$ cat src/rtl/led_stepper.sv
module led_stepper #(
  parameter int W    = 8,
  parameter int HOME = 4
) (
  input  logic         clk,
  input  logic         step_down_n,
  input  logic         step_up_n,
  input  logic         rst_req_n,
  output logic [W-1:0] leds
);

  localparam logic [W-1:0] ONE      = {{(W-1){1'b0}}, 1'b1};
  localparam logic [W-1:0] HOME_PAT = ONE << HOME;

  logic [2:0] dn_pipe;
  logic [2:0] up_pipe;
  logic [1:0] rs_pipe;

  always_ff @(posedge clk) begin
    dn_pipe <= {dn_pipe[1:0], step_down_n};
    up_pipe <= {up_pipe[1:0], step_up_n};
    rs_pipe <= {rs_pipe[0], rst_req_n};
  end

  logic dn_fall, up_fall;
  assign dn_fall = dn_pipe[2] & ~dn_pipe[1];
  assign up_fall = up_pipe[2] & ~up_pipe[1];

  always_ff @(posedge clk) begin
    if (!rs_pipe[1])
      leds <= HOME_PAT;
    else begin
      case ({dn_fall, up_fall})
        2'b10: if (!leds[0])   leds <= leds >> 1;
        2'b01: if (!leds[W-1]) leds <= leds << 1;
        default: leds <= leds;
      endcase
    end
  end

endmodule

$ cat config.mk
export PLATFORM = sky130hd
export DESIGN_NAME = led_stepper
export DESIGN_NICKNAME = d
export VERILOG_FILES = /design/src/rtl/led_stepper.sv
export SDC_FILE = /design/constraint.sdc
export NUM_CORES = 1
export LEC_CHECK = 0
export ABC_CLOCK_PERIOD_IN_PS = 3000
export BUFFER_PORTS_ARGS = -buffer_cell sky130_fd_sc_hd__clkbuf_2
export CORE_AREA = 10 10 47 49
export DETAILED_ROUTE_END_ITERATION = 12
export DIE_AREA = 0 0 57 59
export PLACE_DENSITY = 0.71
export RECOVER_POWER = 100
export SYNTH_ARGS = -nofsm -noshare
export SYNTH_HDL_FRONTEND = slang
export SYNTH_SLANG_ARGS = --single-unit
$ cat constraint.sdc
create_clock -name clk -period 3 [get_ports clk]
set_input_delay 0.6 -clock clk [delete_from_list [all_inputs] [get_ports clk]]
set_output_delay 0.6 -clock clk [all_outputs]
set_load 0.01 [all_outputs]
==> out/metrics.csv, run 1 <==
metric,value,unit
Total Nets Final,76,
required time worst endpoint,2.40,ns
Arrival @ worst endpoint,0.95,ns
Worst Path Buf+Inv,1,
highest clock rate,644,MHz
root buffer selected by CTS,clkbuf_4,
via count of the routed design,468,
vias in the first global route,434,
worst-case reg-to-reg path depth,4,
grt total ovfl,0,
skew final,0.00320,ns
clock tree from TritonCTS,yes,
routed wire length,1030,um
clk slew on worst S/H paths,0.08,ns
series of cell instances along the critical path,clkbuf_1,
flip-flop and latch count after synthesis,16,
main combinational cell family by area after synthesis,simple AND/OR/NAND/NOR gates,
cell area after placement,639,sq um
# Post-CTS Setup Buffers,0,
# hold bufs at CTS,0,
cell area after synthesis,564,sq um
Die Wd,57,um
Post-Syn Nets,60,
critical path endpoint category,primary output,
post-cts gate resize count,0,
full die area,3360,sq um
Sequential cell area,320,sq um
fraction of synthesized cell area taken by the top area cell type,56.8,%
maximum number of pins on one net before global-route repair,10,
Initial Utilization,40.3,%
endpoints failing hold,0,
setup tns final,0,ns
layout overhead on the synthesized area,17.1,%
slew at the pin closest to its max-slew limit,0.542,ns
core area,1400,sq um
cell accounting for the most synthesized area,dfxtp_1,
latest clock arrival within the worst-skew pair,0.28,ns
highest-delay cell along the critical path,dfxtp_1,
Via density,5.38,
"Largest delay share family, worst path",flip-flops,
Synthesis Warnings,0,
PwrDens,618,nW/um^2
Avg WL per Cell,11.8,um
number of instances in the synthesized netlist,56,
clock period minus final worst setup slack,1.55,ns
remaining routing DRC violations,0,
worst hold slack across all endpoints,0.331,ns
post-synthesis adder-cell area fraction,0,%
LEAKAGE,0.000255,uW
Worst Setup Path Type,flip-flop to primary output,
class of the tightest hold or removal check,flip-flop to flip-flop,
longest individual stage delay on the worst path,0.48,ns
sinks on the clock net,16,
share of synthesized area occupied by flip-flops and latches,56.8,%
maximum net fanout on the critical path,9,
violation count after the first detailed-route iteration,14,
IO buf count,11,
Max Root-Sink Buffers,2,
"Design Area, Final",661,sq um
Filler cells,147,
fraction of final layout cells with drive strength greater than 1,12.7,%
Final GP Congestion,0.737,
simple-gate share of the synthesized area,28.8,%
crit path launch type,flip-flop,
multiplexer area fraction after synthesis,0,%
Antenna diodes,0,
final setup fails,0,
post-synthesis compound-gate area fraction,13.7,%
number of optimization iterations in the first detailed-route pass,4,
outcome,finished clean,
count of nets left with antenna violations after detail routing,0,
wire length of the first global-routing pass,1820,um
mean post-synth cell area,10.1,sq um
number of pins with negative max-slew slack in the final report,0,
max cap viols,0,
part of the cycle the worst path needs,51.7,%
number of H-tree branching levels,1,
worst voltage drop across the vdd grid,384,uV
share of the synthesized netlist area taken by xor and xnor gates,0,%
count of pins on the block boundary,12,
cell count of the worst hold path,0,
unique cell type count in the Yosys netlist,23,
die outline height,59,um
top post-synthesis cells by area,"dfxtp_1 57%, nor3_1 8.0%, o22ai_1 4.4%",
global-route total usage across every layer,6.57,%
area occupied by multi-input gates,235,sq um
Post-DP HPWL,782,um
RSZ-0062 raised after global routing,no,
number of rows in the core area,14,
number of buffers created by CTS,3,
number of antenna violations at the first check in global routing,0,
Stages on worst setup path,1,
Relative slew margins,63.6,%
## through the flow
step           setup slack (ns)  instances  total power [uW]  utilization [%]
2_1_floorplan              1.82         56               268                -
3_3_place_gp               1.76         83               282             45.6
3_5_place_dp               1.74         83               283             45.6
4_1_cts                    1.44         87               418             48.2
5_1_grt                    1.35         87               431             47.1
6_report                   1.45         87               408             47.1
## area by class of cell
type | count | area share, %
Clock buffer | 4 | 5.49
Inverter | 1 | 0.568
Multi-Input combinational cell | 39 | 35.6
Sequential cell | 16 | 48.5
Tap cell | 16 | 3.03
Timing Repair Buffer | 11 | 6.82
## report_power, final
| group | internal (uW) | switching, uW |
|---|---|---|
| registers | 225 | 9.58 |
| clock network | 73.8 | 59.4 |
| logic | 16.9 | 23.7 |
| total | 316 | 92.6 |
## cell families after synthesis
| kind of cell | count (synthesis) |
|---|---|
| flip-flops | 16 |
| AND/OR/NAND/NOR | 26 |
| AO/OA/AOI/OAI | 13 |
| buffers and inverters | 1 |
## synth_stat cells
| cell type | count |
|---|---|
| a221oi_1 | 1 |
| or3b_4 | 1 |
| a21oi_1 | 2 |
| nor2_1 | 2 |
| o21ai_0 | 3 |
| nor3_1 | 9 |
| nand2_2 | 1 |
| o22ai_1 | 4 |
| a31oi_1 | 1 |
| nand2b_1 | 1 |
| o21a_1 | 1 |
| nor3b_1 | 2 |
| inv_1 | 1 |
| dfxtp_1 | 16 |
| nand3_1 | 1 |
| or3_1 | 1 |
| nand2_1 | 3 |
| nor2_8 | 1 |
| nor2b_2 | 1 |
| nor2b_1 | 1 |
| and2b_1 | 1 |
| and2_1 | 1 |
| o21ai_1 | 1 |
## state kept, by name, indices dropped and copies added, names as in the netlist
register and flops:
rs_pipe 2, leds 8, up_pipe 3, dn_pipe 3
## final timing paths
check             slack (ns)              endpoint                 start
setup / recovery        1.45               leds[7]  leds[7]$_SDFFE_PN0P_
hold / removal          0.33    rs_pipe[1]$_DFF_P_    rs_pipe[0]$_DFF_P_
setup reg to reg        1.64  leds[4]$_SDFFE_PN1P_    dn_pipe[2]$_DFF_P_
hold reg to reg         0.33    rs_pipe[1]$_DFF_P_    rs_pipe[0]$_DFF_P_
## cell usage in the layout (no fill, tap or decap), types with 2 or more instances in the layout
cell	instances
nand2_1	3
o22ai_1	4
nor3b_1	2
clkbuf_2	3
dfxtp_1	16
clkbuf_1	8
o21ai_0	3
nor2_1	2
clkbuf_4	3
nor2b_1	2
nor3_1	9
a21oi_1	2
## routing by layer
metal | part of all wire [%] | global-route usage (%) | vias up
met4 | 0 | 2.01 | 0
met1 | 43 | 7.15 | 204
li1 | - | - | 234
met3 | 13 | 4.51 | 0
met2 | 44 | 10.1 | 30
met5 | 0 | 0 | -
Power figures use the tool's default switching activity.
==> run 2, diff against run 1 <==
ABC_CLOCK_PERIOD_IN_PS = 1300   (was 3000)
PLACE_DENSITY = 0.73   (was 0.71)
clock period = 1.3 ns   (was 3 ns; I/O delays follow)
==> run 2 against run 1 <==
Net effect:
- clock-buffer cell count unchanged
- combinational power rose to 2.5 times the previous value
- via count up 0.43%
- worst hold slack worse by 0.27 ns
- total power up 140%
- critical endpoint is now leds[0]
- critical path depth up 1
- final area up 6.2%
- first-iteration DRC count unchanged
- clock skew up 0.0013 ns
- wire length up 9.9%
- clock power up 150%
- critical path type unchanged
==> out/metrics.csv, run 2 (synthesis gave the netlist of run 1 again) <==
metric,value,unit,change
number of rows in the core area,14,,unchanged
longest individual stage delay on the worst path,0.36,ns,-0.12 ns
worst voltage drop across the vdd grid,793,uV,+110%
class of the tightest hold or removal check,input port to flip-flop,,
Post-DP HPWL,810,um,+3.6%
Die Wd,57,um,unchanged
Arrival @ worst endpoint,0.99,ns,+0.04 ns
Worst Path Buf+Inv,2,,+1
routed wire length,1130,um,+9.9%
"commonest cells after routing, fill and taps aside","16 x dfxtp_1, 9 x nor3_1, 8 x clkbuf_1, 5 x clkbuf_2",,
count of pins on the block boundary,12,,unchanged
root buffer selected by CTS,clkbuf_4,,
series of cell instances along the critical path,"clkbuf_1, clkbuf_2",,
final setup fails,0,,unchanged
# hold bufs at CTS,0,,unchanged
critical path endpoint category,primary output,,
Worst Setup Path Type,flip-flop to primary output,,
PwrDens,1390,nW/um^2,+120%
timing startpoint of the critical path,leds[0]$_SDFFE_PN0P_,,
core area,1400,sq um,unchanged
fraction of final layout cells with drive strength greater than 1,22.7,%,+10 points
LEAKAGE,0.000279,uW,+9.4%
slew at the pin closest to its max-slew limit,0.308,ns,-0.234 ns
sinks on the clock net,16,,unchanged
max cap viols,0,,unchanged
clk slew on worst S/H paths,0.09,ns,about the same
Via density,5.16,,-4.0%
vias in the first global route,483,,+11%
end point of the critical path,leds[0],,
Reg with most FFs,leds,,
outcome,finished clean,,
RSZ-0062 raised after global routing,yes,,
violation count after the first detailed-route iteration,14,,unchanged
r2r setup slk,0.05,ns,-1.59 ns
# Post-CTS Setup Buffers,0,,unchanged
layout overhead on the synthesized area,24.4,%,
full die area,3360,sq um,unchanged
maximum number of pins on one net before global-route repair,10,,unchanged
endpoints failing hold,0,,unchanged
count of nets left with antenna violations after detail routing,0,,unchanged
die outline height,59,um,unchanged
number of antenna violations at the first check in global routing,0,,unchanged
highest-delay cell along the critical path,dfxtp_1,,
remaining routing DRC violations,0,,unchanged
top flop regs,"leds x8, dn_pipe x3, up_pipe x3",,
# placed instances,87,,+4.8%
via count of the routed design,470,,+0.43%
number of optimization iterations in the first detailed-route pass,4,,unchanged
Max Root-Sink Buffers,2,,unchanged
start of the worst register-to-register path,up_pipe[1]$_DFF_P_,,
number of buffers created by CTS,3,,unchanged
crit path launch type,flip-flop,,
Final GP Congestion,0.752,,+2.0%
most common library cell in the layout ignoring fill and taps,dfxtp_1,,
number of pins with negative max-slew slack in the final report,0,,unchanged
Setup WS pre-CTS,0.0306,ns,-1.71 ns
clock period minus final worst setup slack,1.25,ns,
"Largest delay share family, worst path",flip-flops,,
worst-case reg-to-reg path depth,4,,unchanged
post-cts gate resize count,0,,unchanged
Relative slew margins,79.5,%,+16 points
highest clock rate,798,MHz,
Avg WL per Cell,12.4,um,+5.1%
latest clock arrival within the worst-skew pair,0.29,ns,about the same
part of the cycle the worst path needs,96.4,%,
max FFs per register,8,,unchanged
grt total ovfl,0,,unchanged
clock tree from TritonCTS,yes,,
number of H-tree branching levels,1,,unchanged
required time worst endpoint,1.04,ns,-1.36 ns
wire length of the first global-routing pass,2060,um,+13%
IO buf count,11,,unchanged
Total Nets Final,80,,+5.3%
Finished Layout Cells,91,,+4.6%
cell count of the worst hold path,1,,+1
global-route total usage across every layer,7.75,%,+1.2 points
maximum net fanout on the critical path,4,,-5
worst hold slack across all endpoints,0.0604,ns,-0.270 ns
r2r endpoint,leds[2]$_SDFFE_PN0P_,,
start point of the worst min-delay path,rst_req_n,,
Antenna diodes,0,,unchanged
min setup slack post-route,0.0471,ns,-1.40 ns
Stages on worst setup path,2,,+1
Initial Utilization,40.3,%,unchanged
skew final,0.00446,ns,+0.00126 ns
Filler cells,141,,-4.1%
## run 2: routing by layer
layer / share of wire (%) / up-vias / global-route usage (%)
met1: 44 / 212 / 7.63
li1: - / 242 / -
met3: 7.6 / 4 / 4.51
met2: 46 / 12 / 11.5
met5: 0 / - / 0
met4: 2.6 / 0 / 6.71
## run 2: layout make-up
cell class	count	area (sq um)	share of cell area, %
multi-input cells	39	251	35.8
well taps	16	20.0	2.85
repair buffers	15	70.1	9.98
inverters	1	3.75	0.535
flip-flops and latches	16	320	45.6
clock buffers	4	36.3	5.17
## run 2: power by group
| group | total (uW) | switching [uW] | internal (uW) |
|---|---|---|---|
| Sequential | 541 | 21.6 | 519 |
| Combinational | 103 | 56.2 | 47.1 |
| Clock | 331 | 160 | 171 |
| Total | 975 | 238 | 737 |
## run 2: how the worst min path moves through the flow
stage          slack, ns            endpoint
6_report            0.06  rs_pipe[0]$_DFF_P_
3_3_place_gp        0.31  rs_pipe[1]$_DFF_P_
2_1_floorplan       0.29  dn_pipe[0]$_DFF_P_
5_1_grt             0.04  dn_pipe[0]$_DFF_P_
3_5_place_dp        0.31  rs_pipe[1]$_DFF_P_
4_1_cts             0.06  rs_pipe[0]$_DFF_P_
## run 2: worst register-to-register path: cells and delay by family, from the launching register on
family / cells / cell delay [ns]
flip-flops: 1 / 0.33
AO/OA/AOI/OAI: 1 / 0.17
AND/OR/NAND/NOR: 3 / 0.65
## run 2: per-stage QoR
stage | TNS [ns] | area [sq um] | util [%] | total power [uW]
after global routing | -0.0648 | 702 | 50.1 | 1020
after detailed placement | 0 | 669 | 47.8 | 658
after floorplan | 0 | 564 | - | 618
after global placement | 0 | 669 | 47.8 | 657
after CTS | 0 | 706 | 50.4 | 987
final | 0 | 702 | 50.1 | 975
==> run 3, diff against run 2 <==
==> constraint.sdc (replaced) <==
create_clock -name clk -period 1.3 [get_ports clk]
set_input_delay 0.065 -clock clk [delete_from_list [all_inputs] [get_ports clk]]
set_output_delay 0.065 -clock clk [all_outputs]
set_load 0.01 [all_outputs]
==> run 3 against run 2 <==
Net effect:
- combinational power rose by 7%
- maximum frequency is essentially flat
- via count rose by 3.4%
- worst hold slack gained 0.27 ns
- global-route usage grew 0.087 points
- critical path type is now flip-flop to flip-flop
- largest cell class unchanged
==> out/metrics.csv, run 3 (synthesis gave the netlist of run 1 again) <==
metric,value,unit,change
outcome,finished clean,,
number of H-tree branching levels,1,,unchanged
crit path launch type,flip-flop,,
number of optimization iterations in the first detailed-route pass,4,,unchanged
min setup slack post-route,0.0480,ns,+0.000896 ns
cell count of the worst hold path,0,,-1
Die Wd,57,um,unchanged
PwrDens,1340,nW/um^2,-3.4%
"commonest cells after routing, fill and taps aside","16 x dfxtp_1, 9 x nor3_1, 8 x clkbuf_1, 5 x clkbuf_2",,
full die area,3360,sq um,unchanged
"Design Area, Final",732,sq um,+4.3%
cell area after placement,669,sq um,unchanged
clock period minus final worst setup slack,1.25,ns,-0.000896 ns
Initial Utilization,40.3,%,unchanged
top flop regs,"leds x8, dn_pipe x3, up_pipe x3",,
Final GP Congestion,0.752,,unchanged
Setup WS pre-CTS,0.0306,ns,unchanged
number of antenna violations at the first check in global routing,0,,unchanged
Via density,5.17,,+0.10%
max cap viols,0,,unchanged
number of buffers created by CTS,3,,unchanged
clk slew on worst S/H paths,0.09,ns,about the same
Worst Setup Path Type,flip-flop to flip-flop,,
number of pins with negative max-slew slack in the final report,0,,unchanged
skew final,0.00459,ns,+0.000131 ns
clock tree from TritonCTS,yes,,
die outline height,59,um,unchanged
layout overhead on the synthesized area,29.7,%,
critical path endpoint category,flip-flop,,
Reg with most FFs,leds,,
worst-case reg-to-reg path depth,4,,unchanged
endpoints failing hold,0,,unchanged
slew at the pin closest to its max-slew limit,0.307,ns,-0.000483 ns
maximum net fanout on the critical path,5,,+1
Max Root-Sink Buffers,2,,unchanged
core utilization of the finished layout,52.2,%,+2.1 points
violation count after the first detailed-route iteration,14,,unchanged
final setup fails,0,,unchanged
max FFs per register,8,,unchanged
wire length of the first global-routing pass,2090,um,+1.3%
required time worst endpoint,1.48,ns,+0.44 ns
global-route total usage across every layer,7.83,%,+0.087 points
count of nets left with antenna violations after detail routing,0,,unchanged
Antenna diodes,0,,unchanged
Avg WL per Cell,12.3,um,-1.2%
maximum number of pins on one net before global-route repair,10,,unchanged
vias in the first global route,495,,+2.5%
latest clock arrival within the worst-skew pair,0.29,ns,about the same
via count of the routed design,486,,+3.4%
IO buf count,11,,unchanged
worst voltage drop across the vdd grid,805,uV,+1.5%
routed wire length,1160,um,+2.0%
RSZ-0062 raised after global routing,yes,,
LEAKAGE,0.000291,uW,+4.5%
core area,1400,sq um,unchanged
most common library cell in the layout ignoring fill and taps,dfxtp_1,,
part of the cycle the worst path needs,96.3,%,about the same
class of the tightest hold or removal check,flip-flop to flip-flop,,
highest clock rate,799,MHz,about the same
count of pins on the block boundary,12,,unchanged
grt total ovfl,0,,unchanged
Total Nets Final,83,,+3.8%
number of rows in the core area,14,,unchanged
Relative slew margins,79.5,%,about the same
root buffer selected by CTS,clkbuf_4,,
sinks on the clock net,16,,unchanged
remaining routing DRC violations,0,,unchanged
Post-DP HPWL,810,um,unchanged
Arrival @ worst endpoint,1.43,ns,+0.44 ns
fraction of final layout cells with drive strength greater than 1,21.8,%,-0.87 points
## run 3: area by class of cell
type	count	area [sq um]
clock buffer	4	36.3
fill	139	669
inverter	1	3.75
multi-input combinational	39	251
sequential	16	320
tap	16	20.0
timing repair buffer	18	100
## run 3: worst max-delay path: stages, from the launching register on
cell      delay, ns
dfxtp_1        0.33
nand2b_1       0.17
or3_4          0.41
o22ai_1        0.17
nor3_1         0.07
## run 3: path summary, 6_finish.rpt
path                                        endpoint          startpoint  slack (ns)
worst max-delay path            leds[2]$_SDFFE_PN0P_  up_pipe[1]$_DFF_P_        0.05
worst min-delay path              rs_pipe[1]$_DFF_P_  rs_pipe[0]$_DFF_P_        0.33
worst max register to register  leds[2]$_SDFFE_PN0P_  up_pipe[1]$_DFF_P_        0.05
worst min register to register    rs_pipe[1]$_DFF_P_  rs_pipe[0]$_DFF_P_        0.33
## run 3: where the power goes
part,switching (uW),internal (uW),total [uW]
clock network,160,171,331
logic,57.4,52.9,110
registers,21.6,519,541
total,239,743,982
## run 3: what timing repair did
action,in CTS,in global routing
setup endpoints to repair,0,4
gates resized for setup,0,2
hold buffers,3,0
hold endpoints to repair,3,0
buffers inserted,0,0
## run 3: routing by layer
layer  track usage [%]  wire (um)  vias to the layer above
li1                  -          -                      247
met1              7.63        504                      223
met2              11.8        536                       12
met3              4.51         86                        4
met4              6.71         29                        0
met5                 0          0                        -
## run 3: per-stage QoR
| step | TNS [ns] | total power, uW | hold slack [ns] | instances |
|---|---|---|---|---|
| floorplan | 0 | 618 | 0.0927 | 56 |
| global placement | 0 | 657 | 0.168 | 87 |
| detailed placement | 0 | 658 | 0.170 | 87 |
| CTS | 0 | 994 | 0.335 | 94 |
| global route | -0.0592 | 1030 | 0.340 | 94 |
| finish | 0 | 982 | 0.335 | 94 |
